**src/rtl/hpt_pkg.sv**
```systemverilog
package hpt_pkg;
    typedef enum logic [1:0] {
        ST_IDLE  = 2'd0,
        ST_ISSUE = 2'd1,
        ST_WAIT  = 2'd2,
        ST_DONE  = 2'd3
    } hpt_state_e;
endpackage

```
**src/rtl/hpt_hash.sv**
```systemverilog
// Folds the page number into a primary slot index and derives the alternate.
module hpt_hash #(
    parameter int VPN_W = 16,
    parameter int IDX_W = 4
) (
    input  logic [VPN_W-1:0] vpn,
    output logic [IDX_W-1:0] prim_idx,
    output logic [IDX_W-1:0] alt_idx
);
    localparam int LO_W = VPN_W / 2;
    localparam int HI_W = VPN_W - LO_W;

    logic [HI_W-1:0] fold;

    assign fold = vpn[VPN_W-1:LO_W] ^ HI_W'(vpn[LO_W-1:0]);

    generate
        if (IDX_W < HI_W) begin : g_trim
            logic unused_fold_hi;
            assign prim_idx       = fold[IDX_W-1:0];
            assign unused_fold_hi = ^fold[HI_W-1:IDX_W];
        end else if (IDX_W == HI_W) begin : g_exact
            assign prim_idx = fold;
        end else begin : g_pad
            assign prim_idx = {{(IDX_W-HI_W){1'b0}}, fold};
        end
    endgenerate

    assign alt_idx = ~prim_idx;
endmodule

```
**src/rtl/hpt_slot_addr.sv**
```systemverilog
// Entry address: table base plus slot*WAYS plus way (WAYS a power of two).
module hpt_slot_addr #(
    parameter int ADDR_W = 10,
    parameter int IDX_W  = 4,
    parameter int WAY_W  = 3
) (
    input  logic [ADDR_W-1:0] base,
    input  logic [IDX_W-1:0]  slot,
    input  logic [WAY_W-1:0]  way,
    output logic [ADDR_W-1:0] addr
);
    localparam int OFS_W = IDX_W + WAY_W;

    logic [OFS_W-1:0] ofs;

    assign ofs  = {slot, way};
    assign addr = base + ADDR_W'(ofs);
endmodule

```
**src/rtl/hpt_entry_match.sv**
```systemverilog
// Splits an entry word and compares its tag against the page number.
module hpt_entry_match #(
    parameter int VPN_W = 16,
    parameter int PPN_W = 12
) (
    input  logic [VPN_W+PPN_W:0] entry,
    input  logic [VPN_W-1:0]     vpn,
    output logic                 hit,
    output logic [PPN_W-1:0]     ppn
);
    logic             ent_valid;
    logic [VPN_W-1:0] ent_tag;

    assign ent_valid = entry[VPN_W+PPN_W];
    assign ent_tag   = entry[VPN_W+PPN_W-1:PPN_W];
    assign ppn       = entry[PPN_W-1:0];
    assign hit       = ent_valid && (ent_tag == vpn);
endmodule

```
**src/rtl/hpt_lookup.sv**
```systemverilog
module hpt_lookup
    import hpt_pkg::*;
#(
    parameter int VPN_W  = 16,
    parameter int PPN_W  = 12,
    parameter int IDX_W  = 4,
    parameter int ADDR_W = 10,
    parameter int WAYS   = 8
) (
    input  logic                     clk,
    input  logic                     rst_n,
    input  logic                     req_valid,
    output logic                     req_ready,
    input  logic [VPN_W-1:0]         req_vpn,
    input  logic [ADDR_W-1:0]        tbl_base,
    output logic                     rsp_valid,
    output logic                     rsp_hit,
    output logic [PPN_W-1:0]         rsp_ppn,
    output logic                     mem_rd_req,
    output logic [ADDR_W-1:0]        mem_rd_addr,
    input  logic                     mem_rd_valid,
    input  logic [VPN_W+PPN_W:0]     mem_rd_data
);
    localparam int WAY_W = (WAYS > 1) ? $clog2(WAYS) : 1;
    localparam logic [WAY_W-1:0] LAST_WAY = WAY_W'(WAYS - 1);

    hpt_state_e        st_q, st_d;
    logic [VPN_W-1:0]  vpn_q;
    logic [ADDR_W-1:0] base_q;
    logic [WAY_W-1:0]  way_q;
    logic              alt_q;
    logic              hit_q;
    logic [PPN_W-1:0]  ppn_q;

    logic [IDX_W-1:0]  prim_idx, alt_idx, slot_sel;
    logic              ent_hit;
    logic [PPN_W-1:0]  ent_ppn;
    logic              last_way;

    hpt_hash #(.VPN_W(VPN_W), .IDX_W(IDX_W)) u_hash (
        .vpn      (vpn_q),
        .prim_idx (prim_idx),
        .alt_idx  (alt_idx)
    );

    assign slot_sel = alt_q ? alt_idx : prim_idx;

    hpt_slot_addr #(.ADDR_W(ADDR_W), .IDX_W(IDX_W), .WAY_W(WAY_W)) u_addr (
        .base (base_q),
        .slot (slot_sel),
        .way  (way_q),
        .addr (mem_rd_addr)
    );

    hpt_entry_match #(.VPN_W(VPN_W), .PPN_W(PPN_W)) u_match (
        .entry (mem_rd_data),
        .vpn   (vpn_q),
        .hit   (ent_hit),
        .ppn   (ent_ppn)
    );

    assign last_way = (way_q == LAST_WAY);

    // Next-state decision
    always_comb begin
        st_d = st_q;
        unique case (st_q)
            ST_IDLE:  if (req_valid) st_d = ST_ISSUE;
            ST_ISSUE: st_d = ST_WAIT;
            ST_WAIT: begin
                if (mem_rd_valid) begin
                    if (ent_hit || (last_way && alt_q)) st_d = ST_DONE;
                    else                                st_d = ST_ISSUE;
                end
            end
            ST_DONE:  st_d = ST_IDLE;
            default:  st_d = ST_IDLE;
        endcase
    end

    // State register and walk context
    always_ff @(posedge clk) begin
        if (!rst_n) begin
            st_q   <= ST_IDLE;
            vpn_q  <= '0;
            base_q <= '0;
            way_q  <= '0;
            alt_q  <= 1'b0;
            hit_q  <= 1'b0;
            ppn_q  <= '0;
        end else begin
            st_q <= st_d;
            if (st_q == ST_IDLE && req_valid) begin
                vpn_q  <= req_vpn;
                base_q <= tbl_base;
                way_q  <= '0;
                alt_q  <= 1'b0;
                hit_q  <= 1'b0;
                ppn_q  <= '0;
            end else if (st_q == ST_WAIT && mem_rd_valid) begin
                if (ent_hit) begin
                    hit_q <= 1'b1;
                    ppn_q <= ent_ppn;
                end else if (last_way) begin
                    way_q <= '0;
                    alt_q <= 1'b1;
                end else begin
                    way_q <= way_q + 1'b1;
                end
            end
        end
    end

    // Outputs
    always_comb begin
        req_ready  = (st_q == ST_IDLE);
        mem_rd_req = (st_q == ST_ISSUE);
        rsp_valid  = (st_q == ST_DONE);
        rsp_hit    = hit_q;
        rsp_ppn    = ppn_q;
    end
endmodule

```
**config.mk**
```make
export PLATFORM = sky130hd
export DESIGN_NAME = hpt_lookup
export DESIGN_NICKNAME = d
export VERILOG_FILES = /design/src/rtl/hpt_pkg.sv /design/src/rtl/hpt_hash.sv /design/src/rtl/hpt_slot_addr.sv /design/src/rtl/hpt_entry_match.sv /design/src/rtl/hpt_lookup.sv
export SDC_FILE = /design/constraint.sdc
export NUM_CORES = 1
export LEC_CHECK = 0
export BUFFER_PORTS_ARGS = -buffer_cell sky130_fd_sc_hd__clkbuf_2
export CAP_MARGIN = 40
export CORE_ASPECT_RATIO = 1.1
export CORE_MARGIN = 1
export CORE_UTILIZATION = 48
export CTS_BUF_LIST = sky130_fd_sc_hd__clkbuf_2 sky130_fd_sc_hd__clkbuf_4 sky130_fd_sc_hd__clkbuf_8
export DETAILED_ROUTE_END_ITERATION = 10
export PLACE_DENSITY = 0.77
export SYNTH_ARGS = -nofsm -noshare
export SYNTH_HDL_FRONTEND = slang
export SYNTH_SLANG_ARGS = --single-unit
```
**constraint.sdc**
```tcl
create_clock -name clk -period 5.7 [get_ports clk]
set_input_delay 0.57 -clock clk [delete_from_list [all_inputs] [get_ports clk]]
set_output_delay 0.57 -clock clk [all_outputs]
set_load 0.02 [all_outputs]
```
==> impl_metrics.ini <==
[status]
status = finished with violations
failed_checks = design-rule violations

[place]
portBuffers = 84
dpl.hpwl_um = 4180
globalplace.congestion = 0.730
place_area_sq_um = 2910

[setup_path]
startpoint_type = register
cp_data_required_time_ps = 5130
endpoint_kind = primary output
crit_type = register to primary output
cp.arrival_ps = 2280
crit_path_max_fanout = 5

[timing]
finalClockSkew_ps = 12.1
worst_slew_pin_slew_ps = 898
relSlewSlack_pct = 40.1
maxSlewViolCount = 0
setup_viol = 0
finalCritPeriodShare_pct = 50.1
fmax_mhz = 351
fin_crit_ps = 2850
rsz0062_at_grt = false
fin_setup_tns_ps = 0
hold_violations = 0

[synth]
avgSynthCellArea_sq_um = 8.33
synthFlopType = dfxtp_1
ys_async_sr_fraction_pct = 0
synthesis.area_sq_um = 2510
ys_types = 41
synth_seq_area_share_pct = 35.8
yosysWarnings = 0
synth_edf_count = 0
synthCells = 302
synthesis.nets = 371
ys_seq_elements = 45

[clock_network]
cts_sinks = 45
clk-insertion-delay-late_ps = 290
clockBufferDepth = 2
clockRootBuffer = clkbuf_8
ctsResizeCount = 0
cts_buffers = 5
hold_buffers = 0
clkSlewWorstSetupHoldPaths_ps = 90
htreeDepth = 2
cts_tree = built
postCtsSetupBuffers = 0

[finish]
final_area_sq_um = 3000
final_common_cell = clkbuf_2
area_growth_pct = 19.5
fin_nets = 443
final_cell_mix = clkbuf_2, nand2_1, dfxtp_1
diodes = 0
drive_gt1_share_pct = 26.2
fillers = 458

[power]
p_per_area_nw_per_um2 = 223
p_leak_nw = 1.29
vdd_drop_max_uv = 148

[drt]
drc = 5
totalWireLength_um = 5510
drt-met1-wl_um = 2490
num_vias = 2264
drt_iter0_markers = 136
detail-route-antenna-nets = 0
dr_wl_met2_um = 2660
via_per_inst = 5.24
dr_wl_met3_um = 292
wl_per_cell_um = 12.8
routed.top_layer = met4
firstDrtPassIters = 9

[die]
dieWidth_um = 71.0
fp.dieH_um = 77.9
design.core.area_sq_um = 5030
start_util_pct = 50.0
num_rows = 27
pin_count = 85
die-area_sq_um = 5530

[grt]
grt_pass1_vias = 2244
track_usage_pct = 21.5
grt_pass1_wl_um = 9520
grt_max_degree = 31
grt_overflow = 0
antenna_found_initial = 0

[worst_hold_path]
hold_class = register to register

[job]
cap_violations = 0
## layer usage
metal | global-route usage, % | up-vias
met5 | 0 | -
met4 | 8.40 | 0
met3 | 5.84 | 9
met2 | 37.0 | 69
met1 | 25.2 | 999
li1 | - | 1187
## through the flow
step	hold slack, ps	instances	utilization (%)	total power [mW]	setup WS [ps]
floorplan	448	302	-	0.434	3200
global route	487	432	59.7	0.707	2630
detailed placement	460	425	57.9	0.479	3170
finish	467	432	59.7	0.670	2850
global placement	455	423	57.4	0.474	3080
CTS	474	432	59.7	0.677	2830
## critical path, stage by stage (launching register included)
cell and delay [ps]:
dfxtp_1 360, ha_1 220, inv_1 80, fa_1 200
nor2b_1 50, o21ai_0 180, a21oi_1 130, or4_1 520
nand3_1 80, clkbuf_2 160
## area by class of cell
type / instances / area [sq um] / area share (%)
clock inverter: 1 / 7.51 / 0.250
timing repair buffer: 86 / 447 / 14.9
inverter: 7 / 26.3 / 0.875
sequential: 45 / 901 / 30.0
clock buffer: 6 / 82.6 / 2.75
multi-input combinational: 229 / 1470 / 48.9
tap: 58 / 72.6 / 2.42
## report_power, final
part,internal (mW),total (mW),leakage (nW),switching (mW)
Clock,0.0959,0.199,0.0433,0.103
Combinational,0.0584,0.133,0.880,0.0745
Sequential,0.327,0.338,0.367,0.0109
Total,0.481,0.670,1.29,0.188
## flip-flops by register name (all words and copies together), names as in the netlist
register  cells
alt_q         1
base_q       10
rsp_hit       1
rsp_ppn      12
st_q          2
vpn_q        16
way_q         3
## Yosys cell counts, types with 6 or more instances
master,n,area share [%]
nand4_1,15,3.7
xnor2_1,16,5.6
buf_2,6,1.2
o31ai_1,13,3.9
a21boi_0,27,8.1
clkbuf_1,11,1.6
dfxtp_1,45,36
xor2_1,13,4.5
nor2_1,9,1.3
inv_1,7,1.0
a21oi_1,16,3.2
ha_1,9,4.5
nand2_1,62,9.3
## worst paths after layout
path              startpoint             end  cells after the start  slack (ps)
setup / recovery    way_q[0]  mem_rd_addr[8]                      9        2850
hold / removal    rsp_ppn[8]      rsp_ppn[8]                      2         470
setup reg to reg     st_q[1]        way_q[0]                      5        3750
hold reg to reg   rsp_ppn[8]      rsp_ppn[8]                      2         470
## kinds of logic (layout without fill, tap and decap cells)
| logic type | count (synthesis) | count (layout) | share of synthesized area [%] |
|---|---|---|---|
| buf+inv | 28 | 100 | 5.82 |
| flops | 45 | 45 | 35.8 |
| simple gates | 115 | 115 | 22.4 |
| xor+xnor | 29 | 29 | 10.1 |
| fa+ha+maj | 10 | 10 | 5.27 |
| compound gates | 73 | 73 | 19.8 |
| mux | 2 | 2 | 0.796 |
(Power assumes the default switching activity.)
